<file path="config.mk">
export PLATFORM = sky130hd
export DESIGN_NAME = pci_stall_irq
export DESIGN_NICKNAME = d
export VERILOG_FILES = /design/src/rtl/pci_stall_pkg.sv /design/src/rtl/pci_stall_timer.sv /design/src/rtl/pci_phase_track.sv /design/src/rtl/pci_irq_regs.sv /design/src/rtl/pci_stall_irq.sv
export SDC_FILE = /design/constraint.sdc
export NUM_CORES = 1
export LEC_CHECK = 0
export BUFFER_PORTS_ARGS = -buffer_cell sky130_fd_sc_hd__buf_2
export CORE_AREA = 2 2 63 65
export DETAILED_ROUTE_END_ITERATION = 6
export DIE_AREA = 0 0 65 67
export GPL_TIMING_DRIVEN = 1
export PLACE_DENSITY_LB_ADDON = 0.1
export SLEW_MARGIN = 10
export SYNTH_ARGS = -nofsm -noshare
export SYNTH_HDL_FRONTEND = slang
export SYNTH_SLANG_ARGS = --single-unit
</file>
<file path="constraint.sdc">
create_clock -name clk -period 1.7 [get_ports clk]
set_clock_uncertainty 0.2 [all_clocks]
set_input_delay 0.255 -clock clk [delete_from_list [all_inputs] [get_ports clk]]
set_output_delay 0.255 -clock clk [all_outputs]
set_load 0.02 [all_outputs]
</file>
<file path="src/rtl/pci_stall_pkg.sv">
package pci_stall_pkg;

    localparam int STAT_W        = 32;
    localparam int POS_MST_BROKE = 13;
    localparam int POS_TGT_TMO   = 12;
    localparam int POS_MST_TMO   = 11;
    localparam int POS_WR_PERR   = 1;

    typedef enum logic {
        SEL_STATUS = 1'b0,
        SEL_MASK   = 1'b1
    } reg_sel_e;

    // bus lines translated to active-high meaning
    typedef struct packed {
        logic gnt;
        logic frame;
        logic irdy;
        logic trdy;
        logic stop;
        logic perr;
    } bus_t;

    typedef struct packed {
        logic mst_broke;
        logic tgt_tmo;
        logic mst_tmo;
        logic wr_perr;
    } det_t;

    function automatic logic [STAT_W-1:0] impl_bits();
        logic [STAT_W-1:0] v;
        v = '0;
        v[POS_MST_BROKE] = 1'b1;
        v[POS_TGT_TMO]   = 1'b1;
        v[POS_MST_TMO]   = 1'b1;
        v[POS_WR_PERR]   = 1'b1;
        return v;
    endfunction

    function automatic logic [STAT_W-1:0] det_to_vec(det_t d);
        logic [STAT_W-1:0] v;
        v = '0;
        v[POS_MST_BROKE] = d.mst_broke;
        v[POS_TGT_TMO]   = d.tgt_tmo;
        v[POS_MST_TMO]   = d.mst_tmo;
        v[POS_WR_PERR]   = d.wr_perr;
        return v;
    endfunction

endpackage

</file>
<file path="src/rtl/pci_stall_timer.sv">
module pci_stall_timer #(
    parameter int CW = 5
) (
    input  logic          clk,
    input  logic          clr,
    input  logic          run,
    input  logic          rearm,
    input  logic [CW-1:0] limit,
    output logic          fire
);
    logic [CW-1:0] cnt_q;
    logic          spent_q;

    assign fire = run && !spent_q && (cnt_q == limit - CW'(1));

    always_ff @(posedge clk) begin
        if (clr) begin
            cnt_q   <= '0;
            spent_q <= 1'b0;
        end else begin
            if (!run || spent_q || fire) cnt_q <= '0;
            else                         cnt_q <= cnt_q + CW'(1);
            if (fire)       spent_q <= 1'b1;
            else if (rearm) spent_q <= 1'b0;
        end
    end
endmodule

</file>
<file path="src/rtl/pci_phase_track.sv">
module pci_phase_track
    import pci_stall_pkg::*;
(
    input  logic clk,
    input  logic clr,
    input  bus_t bus,
    output logic bus_idle,
    output logic later_phase,
    output logic run_broke,
    output logic rearm_broke,
    output logic run_tgt,
    output logic run_mst
);
    logic xfer_seen_q;

    assign bus_idle    = !bus.frame && !bus.irdy;
    assign later_phase = xfer_seen_q;
    assign run_broke   = bus.gnt && bus_idle;
    assign rearm_broke = !bus.gnt || bus.frame;
    assign run_tgt     = !bus_idle && !bus.trdy && !bus.stop;
    assign run_mst     = bus.frame && !bus.irdy;

    always_ff @(posedge clk) begin
        if (clr || bus_idle)         xfer_seen_q <= 1'b0;
        else if (bus.irdy && bus.trdy) xfer_seen_q <= 1'b1;
    end
endmodule

</file>
<file path="src/rtl/pci_irq_regs.sv">
module pci_irq_regs
    import pci_stall_pkg::*;
(
    input  logic              clk,
    input  logic              clr,
    input  det_t              det,
    input  logic              reg_wr,
    input  reg_sel_e          sel,
    input  logic [STAT_W-1:0] wdata,
    output logic [STAT_W-1:0] st_q,
    output logic [STAT_W-1:0] mask_q,
    output logic [STAT_W-1:0] rdata,
    output logic              irq
);
    localparam logic [STAT_W-1:0] IMPL = impl_bits();

    logic [STAT_W-1:0] wipe;

    assign wipe  = (reg_wr && sel == SEL_STATUS) ? wdata : '0;
    assign rdata = (sel == SEL_MASK) ? mask_q : st_q;
    assign irq   = |(st_q & mask_q);

    always_ff @(posedge clk) begin
        if (clr) begin
            st_q   <= '0;
            mask_q <= '0;
        end else begin
            st_q <= ((st_q & ~wipe) | det_to_vec(det)) & IMPL;
            if (reg_wr && sel == SEL_MASK) mask_q <= wdata & IMPL;
        end
    end
endmodule

</file>
<file path="src/rtl/pci_stall_irq.sv">
module pci_stall_irq
    import pci_stall_pkg::*;
#(
    parameter int BROKE_CYC = 16,
    parameter int TGT_FIRST = 16,
    parameter int TGT_NEXT  = 8,
    parameter int MST_CYC   = 8
) (
    input  logic        clk,
    input  logic        rst,
    input  logic        sw_rst,
    input  logic        gnt_n,
    input  logic        frame_n,
    input  logic        irdy_n,
    input  logic        trdy_n,
    input  logic        stop_n,
    input  logic        perr_n,
    input  logic        local_mst,
    input  logic        wr_dir,
    input  logic        reg_wr,
    input  logic        reg_addr,
    input  logic [31:0] reg_wdata,
    output logic [31:0] reg_rdata,
    output logic        irq
);
    localparam int MAX_A = (BROKE_CYC > TGT_FIRST) ? BROKE_CYC : TGT_FIRST;
    localparam int MAX_B = (TGT_NEXT > MST_CYC) ? TGT_NEXT : MST_CYC;
    localparam int MAX_L = (MAX_A > MAX_B) ? MAX_A : MAX_B;
    localparam int CW    = $clog2(MAX_L + 1);
    localparam int NT    = 3;

    logic clr;
    bus_t bus;
    det_t det;
    logic bus_idle, later_phase, run_broke, rearm_broke, run_tgt, run_mst;
    logic [NT-1:0] t_run, t_rearm, t_fire;
    logic [CW-1:0] t_lim [NT];
    logic [STAT_W-1:0] st_q, mask_q;

    assign clr = rst || sw_rst;
    assign bus = '{gnt: !gnt_n, frame: !frame_n, irdy: !irdy_n,
                   trdy: !trdy_n, stop: !stop_n, perr: !perr_n};

    pci_phase_track u_track (
        .clk(clk), .clr(clr), .bus(bus),
        .bus_idle(bus_idle), .later_phase(later_phase),
        .run_broke(run_broke), .rearm_broke(rearm_broke),
        .run_tgt(run_tgt), .run_mst(run_mst)
    );

    // timer 0: grant without FRAME#, 1: target response, 2: master ready
    assign t_run   = {run_mst, run_tgt, run_broke};
    assign t_rearm = {bus_idle, bus_idle, rearm_broke};
    assign t_lim[0] = CW'(BROKE_CYC);
    assign t_lim[1] = later_phase ? CW'(TGT_NEXT) : CW'(TGT_FIRST);
    assign t_lim[2] = CW'(MST_CYC);

    for (genvar i = 0; i < NT; i++) begin : g_tmr
        pci_stall_timer #(.CW(CW)) u_tmr (
            .clk(clk), .clr(clr), .run(t_run[i]), .rearm(t_rearm[i]),
            .limit(t_lim[i]), .fire(t_fire[i])
        );
    end

    assign det.mst_broke = t_fire[0];
    assign det.tgt_tmo   = t_fire[1];
    assign det.mst_tmo   = t_fire[2];
    assign det.wr_perr   = bus.perr && wr_dir && !local_mst;

    pci_irq_regs u_regs (
        .clk(clk), .clr(clr), .det(det), .reg_wr(reg_wr),
        .sel(reg_sel_e'(reg_addr)), .wdata(reg_wdata),
        .st_q(st_q), .mask_q(mask_q), .rdata(reg_rdata), .irq(irq)
    );
endmodule

</file>
==> impl_summary.md, run 1 <==
Outcome
The flow ran to the end, but the final reports show violations. The final reports fail on setup timing.

Setup path
The arrival time of data at the critical path endpoint is 1.79 ns. The maximum net fanout on the critical path is 5. The startpoint of the worst-slack reg-to-reg timing path is g_tmr[0].u_tmr.cnt_q[1]$_SDFF_PP0_. The signal on the critical path passes through ha_4, and3_4, ha_4, or4b_4, nor2_2. The source of the critical timing path is g_tmr[0].u_tmr.cnt_q[1]$_SDFF_PP0_.

STA classifies the critical path endpoint as a register. The worst endpoint required time is around 1.7 ns. The internal reg-to-reg setup slack is -0.08 ns.

The category of cells accounting for the largest share of critical-path delay is simple AND/OR/NAND/NOR gates. The stage delay of the slowest cell on the critical path is approximately 0.59 ns. The standard cell with the maximum stage delay on the critical path is sky130_fd_sc_hd__or4b_4. The type of element launching the critical path is a register. Among the stages of the critical path, the cell type that occurs most often is sky130_fd_sc_hd__ha_4. The buffers plus inverters on the worst setup path is 0. The setup path with the least slack is of type reg -> reg.

Final layout
Leaving out fill and tap cells, the most frequent cells in the layout are sky130_fd_sc_hd__conb_1 (28), sky130_fd_sc_hd__dfxtp_1 (25), sky130_fd_sc_hd__buf_2 (21). Measured on the finished design, the core utilization comes to between 40% and 50%. In the final layout, the share of cells above drive strength 1 is between 20% and 30%. The post-route non-filler standard cell count is between 200 and 250. The number of filler instances in the final layout is roughly 370.

The commonest non-fill, non-tap cell in the layout is sky130_fd_sc_hd__conb_1. Compared with the post-synthesis result, the final layout area differs by 16.1%. 0 antenna diodes ended up in the layout. In the final design database the tool counted 234 nets.

Global route
The initial antenna violation count came to 0. Entering global routing, the biggest net connects 15 pins. The met3 capacity usage during global routing is 2.53%.

The global routing usage on met1 is between 10% and 20%. In the global route stage, met2 resource usage came out at 20.4%. The via count of the first global-routing pass was around 970. The total grt overflow is 0. The first global-routing pass estimated slightly above 4000 µm of wire. For this run, the total global-route usage over all layers was measured as 12.4%. After global routing, the most crowded layer is met2.

Clocking
The tree is rooted in a sky130_fd_sc_hd__clkbuf_8. The TritonCTS clock tree is built. At the later pin of the worst-skew pair, clock insertion delay measures approximately 0.27 ns. The clock buffer count from CTS is 3.

After clock tree synthesis, the clock-pin slew on the worst setup and hold paths is 0.09 ns. CTS built an H-tree with a depth of 1. The buffer depth of the longest clock path is 2. Counting every sink on the clock net gives 27.

Synth
The post-synthesis instance area is about 1400 µm². The largest family of logic cells by synthesized area is simple AND/OR/NAND/NOR gates. The fraction of the yosys area taken by sequential cells is between 30% and 40%.

The fraction of synthesis flops using an asynchronous set or reset pin is 0%. The area share of the largest cell type after synthesis is between 30% and 40%. Yosys printed 0 warnings. The number of different library cells used by synthesis comes to 29. The complex-gate fraction of the synthesized area is 8.29%. The count of state elements after synthesis is 27. For this run, the leading register cell type out of synthesis is sky130_fd_sc_hd__dfxtp_1.

Of the total synthesized cell area, the portion taken by full adders, half adders and majority gates is 3.68%. In the synthesized netlist, mux cells make up just over 4% of the area. The largest area contributor in the netlist is sky130_fd_sc_hd__dfxtp_1.

Dividing the synthesized area by the synthesized cell count gives 9.00 µm². The synthesized netlist devotes between 20% and 30% of its cell area to simple gates. The synthesized design contains 0 enable-type register cells. The share of the synthesized netlist area taken by xor and xnor gates is under 10%. After synthesis, the cell types taking the most area are sky130_fd_sc_hd__dfxtp_1 (40%), sky130_fd_sc_hd__buf_4 (15%), sky130_fd_sc_hd__nor2_1 (5.0%), sky130_fd_sc_hd__ha_1 (3.7%), sky130_fd_sc_hd__nand3_1 (3.7%).

Synthesis handed over a netlist of 151 instances.

STA
The timing-limited maximum frequency is 562 MHz. The worst path uses 105% of the clock period. The final critical delay including setup and external delays is 1.78 ns. Setup repair after global routing could not meet its margin everywhere.

The accumulated negative setup slack is -0.371 ns. The final worst setup slack is -0.0808 ns. The worst hold slack is 0.0151 ns.

The final number of max-transition violations is 0. The total count of hold-check failures in the final report is 0. The total setup violations reported at the end of the flow is 5.

Drt
The detail-routed via count per cell is 4.42. The wire length per cell after detailed routing is 10.3 µm. Once detail routing completed, the nets flagged for antenna violations numbered 0. The routed design has 2390 µm of wire. The vias after detailed routing is 1026.

The number of search-and-repair iterations in the first detailed-routing pass is 4. After detailed routing, the number of remaining DRC violations is 0. The detailed router finished its first iteration with 19 violations.

Die
The die footprint is between 4000 and 5000 µm². The total area inside the core boundary comes to 3610 µm². The count of boundary I/O pins is 78. The floorplan step set the die height to 67 µm. The starting density of the core is between 30% and 40%.

In this run the core area contains 22 standard-cell rows. In this run the horizontal extent of the chip is 65 µm.

Power and ir drop
In this run, the clock network consumes 31.5% of the power. VDD sags by at most 0.345 mV. The register share of total power is a little under three fifths.

The cell area power density is 717 nW/µm². Of the total power, the share spent switching nets is 25.6%. The share of total power dissipated in combinational logic is between 10% and 20%. For this design the static power due to leakage is between 0.6 and 0.7 nW.

The completed layout was analyzed and its total power is roughly 1.1 mW. Cell internal power was estimated by the tool at ~840 µW. The analysis attributes to net switching a power of 290 µW.

Run
Max-cap violations in this run came to 0.

Placement
The congestion estimate from routability-driven global placement came to 0.775. Detailed placement ended at an HPWL of 1880 µm. The total placed cells including tap cells is 225.

The count of input and output buffers is 21.

Worst hold path
The source of the worst hold timing path is wr_dir. The class of the tightest hold or removal check is in -> reg.
worst paths after layout:
| path | endpoint | cells past startpoint |
|---|---|---|
| max | g_tmr[0].u_tmr.cnt_q[1]$_SDFF_PP0_ | 5 |
| min | u_regs.st_q[1]$_SDFF_PP0_ | 3 |
| max reg2reg | g_tmr[0].u_tmr.cnt_q[1]$_SDFF_PP0_ | 5 |
| min reg2reg | g_tmr[1].u_tmr.cnt_q[0]$_SDFF_PP0_ | 1 |
stage by stage:
step / setup slack [ns] / area, µm²
after CTS: -0.0633 / 1530
final: -0.0808 / 1580
after global placement: -0.0435 / 1470
after floorplan: 0.00340 / 1470
after detailed placement: -0.0610 / 1470
after global routing: -0.127 / 1580
sequential cells by signal, summed over array words and instances, names as in the netlist:
name,cells
u_regs.mask_q,4
g_tmr.u_tmr.spent_q,3
g_tmr.u_tmr.cnt_q,15
u_regs.st_q,4
u_track.later_phase,1
power by group through the flow:
stage	clock (mW)	combinational (mW)	sequential (mW)
floorplan	0	0.141	0.655
global route	0.400	0.149	0.642
detailed placement	0	0.132	0.655
global placement	0	0.131	0.655
finish	0.357	0.134	0.641
CTS	0.376	0.132	0.641
Yosys cell counts, types with 2 or more instances:
| cell type | count |
|---|---|
| sky130_fd_sc_hd__a22oi_1 | 3 |
| sky130_fd_sc_hd__buf_4 | 28 |
| sky130_fd_sc_hd__nand3b_1 | 2 |
| sky130_fd_sc_hd__nor3b_1 | 2 |
| sky130_fd_sc_hd__dfxtp_1 | 27 |
| sky130_fd_sc_hd__inv_1 | 2 |
| sky130_fd_sc_hd__nor3_1 | 6 |
| sky130_fd_sc_hd__ha_1 | 4 |
| sky130_fd_sc_hd__nand3_1 | 10 |
| sky130_fd_sc_hd__and3_1 | 2 |
| sky130_fd_sc_hd__xnor2_1 | 4 |
| sky130_fd_sc_hd__nor2_1 | 18 |
| sky130_fd_sc_hd__a21oi_1 | 8 |
| sky130_fd_sc_hd__nor2b_1 | 2 |
| sky130_fd_sc_hd__xor2_1 | 4 |
| sky130_fd_sc_hd__mux2_2 | 4 |
| sky130_fd_sc_hd__a32o_1 | 3 |
| sky130_fd_sc_hd__nand2_1 | 11 |
worst register-to-register path, cell delays in order, from the launching register on:
cell and delay, ns:
sky130_fd_sc_hd__dfxtp_2 0.34, sky130_fd_sc_hd__ha_4 0.16, sky130_fd_sc_hd__and3_4 0.18, sky130_fd_sc_hd__ha_4 0.15, sky130_fd_sc_hd__or4b_4 0.59, sky130_fd_sc_hd__nor2_2 0.10
timing repair:
action,in CTS,in global routing
setup buffers,1,2
setup endpoints to repair,5,5
resized for setup,2,8
hold buffers,0,0
pin swaps,2,4
metal layers:
layer | share of wire (%) | vias up | routed length, µm
met5 | 0 | - | 0
met4 | 2.1 | 0 | 49
li1 | - | 524 | -
met1 | 45 | 464 | 1090
met2 | 48 | 33 | 1140
met3 | 4.7 | 5 | 113
layout make-up:
class	count	area, µm²	area share, %
sequential	27	543	34.4
inverter	2	7.51	0.476
clock buffer	4	45.0	2.85
timing repair buffer	32	188	11.9
tap	48	60.1	3.81
multi-input combinational	119	734	46.6
cell families after synthesis:
group	Yosys count
flip-flops	27
AO/OA/AOI/OAI	16
multiplexers	5
other	1
AND/OR/NAND/NOR	58
XOR/XNOR	8
buffers and inverters	32
adder cells (fa/ha/maj)	4
(Power assumes the default switching activity.)
==> inputs of run 2 (changes only) <==
Settings changed: MAX_ROUTING_LAYER set to met4, SLEW_MARGIN 10 to not set.
==> impl_summary.md, run 2 (synthesis gave the netlist of run 1 again) <==
Final layout
The final layout net count is 234 (unchanged). The total inserted antenna cells was 0 (unchanged). The share of cells above drive strength 1 is 29.3% (unchanged). The commonest non-fill, non-tap cell in the layout is sky130_fd_sc_hd__conb_1. g_tmr.u_tmr.cnt_q holds more flip-flops than any other register. The area growth from synthesis to layout is 16.1% (unchanged). The summed area of non-filler cells in the final layout is 1580 µm² (unchanged). The number of filler instances in the final layout came to 365 (unchanged). The number of flip-flops in the largest register is 15 (unchanged). The core occupancy in the finished layout is 43.8% (unchanged). The largest registers in the layout are g_tmr.u_tmr.cnt_q x15, u_regs.mask_q x4, u_regs.st_q x4. In the layout the commonest cells are sky130_fd_sc_hd__conb_1 (28), sky130_fd_sc_hd__dfxtp_1 (25), sky130_fd_sc_hd__buf_2 (21).

STA
The part of the cycle the worst path needs came to 105% (about the same). The total count of hold-check failures in the final report is 0 (unchanged). The final worst setup slack is -0.0808 ns (-0.000000200 ns). Setup repair after global routing could not meet its margin everywhere. The final critical delay including setup and external delays is 1.78 ns (+0.000000200 ns). The timing-limited maximum frequency came to 562 MHz (unchanged). The final number of max-transition violations is 0 (unchanged). The total setup violations reported at the end of the flow is 5 (unchanged).

Power and ir drop
The peak ir drop on the vdd network is 0.345 mV (unchanged). The cell area power density is 717 nW/µm² (about the same). The total power draw is 1.13 mW (about the same). The internal power came to 841 µW (about the same). The combinational group share of total power is 11.8% (about the same).

The relative contribution of the clock network to total power is 31.5% (about the same). The reported leakage power is 0.673 nW (unchanged). The net load switching power is 290 µW (about the same). The fraction of power spent switching nets is 25.6% (about the same). The register share of total power was 56.6% (about the same).

Drt
The DRC violation total after the first TritonRoute iteration is 19 (unchanged). The vias after detailed routing came to 1026 (unchanged). The number of search-and-repair iterations in the first detailed-routing pass is 4 (unchanged).

The remaining number of nets flagged by the antenna check after routing was 0 (unchanged). The residual DRC count is 0 (unchanged). The wire length per cell after detailed routing was 10.3 µm (unchanged). The detailed-route wire length was 2390 µm (unchanged). The detail-routed via count per cell is 4.42 (unchanged).

Clocking
The buffer depth of the longest clock path is 2 (unchanged). The tree is rooted in a sky130_fd_sc_hd__clkbuf_8. The clock buffer count from CTS is 3 (unchanged). The CTS sink count is 27 (unchanged).

The clock transition time at the flip-flop clock pins of the worst setup and hold paths is 0.09 ns (about the same). The insertion delay to the later sink of the worst-skew pair is 0.27 ns (about the same). The TritonCTS clock tree is built. The H-tree depth reported by CTS came to 1 (unchanged).

Placement
The final HPWL from detailed placement is 1880 µm (unchanged). The count of input and output buffers is 21 (unchanged). The placed cell area came to 1470 µm² (unchanged). The global placer's final weighted congestion came to 0.785 (+1.4%).

Global route
The initial antenna violation count is 0 (unchanged). The total routing usage reported by global routing is 12.7% (+0.33 points). The pin count of the biggest net entering global routing is 15 (unchanged).

The global-route wire length before repair is 4130 µm (unchanged). The total grt overflow is 0 (unchanged). The via count of the first global-routing pass was 967 (unchanged).

Setup path
In this run the critical register-to-register path is launched from g_tmr[0].u_tmr.cnt_q[1]$_SDFF_PP0_. STA classifies the critical path endpoint as a register. The worst setup path is launched from a register. The internal reg-to-reg setup slack came to -0.08 ns (about the same).

The type of the setup path with the least slack is reg -> reg. Walking the worst path, the cells encountered are ha_4, and3_4, ha_4, or4b_4, nor2_2. Among cell families on the critical path, the largest total delay comes from simple AND/OR/NAND/NOR gates. The endpoint of the worst-slack reg-to-reg timing path is g_tmr[0].u_tmr.cnt_q[1]$_SDFF_PP0_.

The source of the critical timing path is g_tmr[0].u_tmr.cnt_q[1]$_SDFF_PP0_. The maximum net fanout on the critical path came to 5 (unchanged). The count of cells along the worst register-to-register path came to 5 (unchanged). The standard cell with the maximum stage delay on the critical path is sky130_fd_sc_hd__or4b_4. The arrival time of data at the critical path endpoint is 1.79 ns (about the same). The buffers plus inverters on the worst setup path is 0 (unchanged). The cell that appears most often on the critical path is sky130_fd_sc_hd__ha_4. The stage delay of the slowest cell on the critical path is 0.59 ns (about the same). The worst endpoint required time is 1.71 ns (about the same).

Worst hold path
The hold path endpoint is u_regs.st_q[1]$_SDFF_PP0_. The number of instances on the worst hold path is 3 (unchanged). In this run the worst hold path is classified as in -> reg. The worst hold path begins at wr_dir.

Run
The number of maximum-capacitance violations is 0 (unchanged).

Die
The starting density of the core is 37.7% (unchanged). The die height is 67 µm (unchanged). The area of the placeable core is 3610 µm² (unchanged). The count of boundary I/O pins is 78 (unchanged). The die footprint was 4360 µm² (unchanged). The horizontal die dimension came to 65 µm (unchanged). The site row count is 22 (unchanged).

Outcome
The run finished, with violations left. The final reports fail on setup timing.
==> run 2: cell counts in the layout (fill, tap and decap cells not counted) <==
Identical to the previous run, type by type.
==> run 2: what timing repair did <==
action	CTS	global route
endpoints found under the hold margin	0	0
hold buffers	0	0
buffers inserted	1	2
pin swaps	2	4
gates resized for setup	2	8
setup endpoints to repair	5	5
==> run 2: area by class of cell <==
class	count	area (µm²)	area share, %
tap	48	60.1	3.81
multi-input combinational	119	734	46.6
clock buffer	4	45.0	2.85
inverter	2	7.51	0.476
timing repair buffer	32	188	11.9
sequential	27	543	34.4
==> run 2: routing by layer <==
layer | vias to the layer above | track usage (%) | wire (µm)
met5 | - | - | 0
met4 | 0 | 6.38 | 49
met3 | 5 | 2.53 | 113
met2 | 33 | 20.4 | 1140
met1 | 464 | 15.2 | 1090
li1 | 524 | - | -
==> run 2: worst max-delay path by stage <==
stage,to,slack (ns),depth (start not counted)
floorplan,g_tmr[0].u_tmr.cnt_q[0]$_SDFF_PP0_,0.003,5
global placement,g_tmr[0].u_tmr.cnt_q[0]$_SDFF_PP0_,-0.04,5
detailed placement,g_tmr[0].u_tmr.cnt_q[0]$_SDFF_PP0_,-0.06,5
CTS,g_tmr[0].u_tmr.cnt_q[0]$_SDFF_PP0_,-0.06,5
global route,g_tmr[0].u_tmr.cnt_q[4]$_SDFF_PP0_,-0.13,5
finish,g_tmr[0].u_tmr.cnt_q[1]$_SDFF_PP0_,-0.08,5
==> run 2: worst register-to-register path, cell delays in order (launching register included) <==
cell,delay [ns]
sky130_fd_sc_hd__dfxtp_2,0.34
sky130_fd_sc_hd__ha_4,0.16
sky130_fd_sc_hd__and3_4,0.18
sky130_fd_sc_hd__ha_4,0.15
sky130_fd_sc_hd__or4b_4,0.59
sky130_fd_sc_hd__nor2_2,0.10
==> run 2: power by group through the flow <==
stage | logic, mW | registers [mW] | clock network, mW
2_1_floorplan | 0.141 | 0.655 | 0
3_3_place_gp | 0.131 | 0.655 | 0
3_5_place_dp | 0.132 | 0.655 | 0
4_1_cts | 0.132 | 0.641 | 0.376
5_1_grt | 0.149 | 0.642 | 0.400
6_report | 0.134 | 0.641 | 0.357
==> run 2: through the flow <==
step / hold WS, ns / cells / setup TNS, ns / setup slack, ns
2_1_floorplan: 0.193 / 178 / 0 / 0.00340
3_5_place_dp: 0.252 / 225 / -0.253 / -0.0610
4_1_cts: 0.00845 / 230 / -0.289 / -0.0633
3_3_place_gp: 0.238 / 225 / -0.147 / -0.0435
6_report: 0.0151 / 232 / -0.371 / -0.0808
5_1_grt: 0.0457 / 232 / -0.642 / -0.127
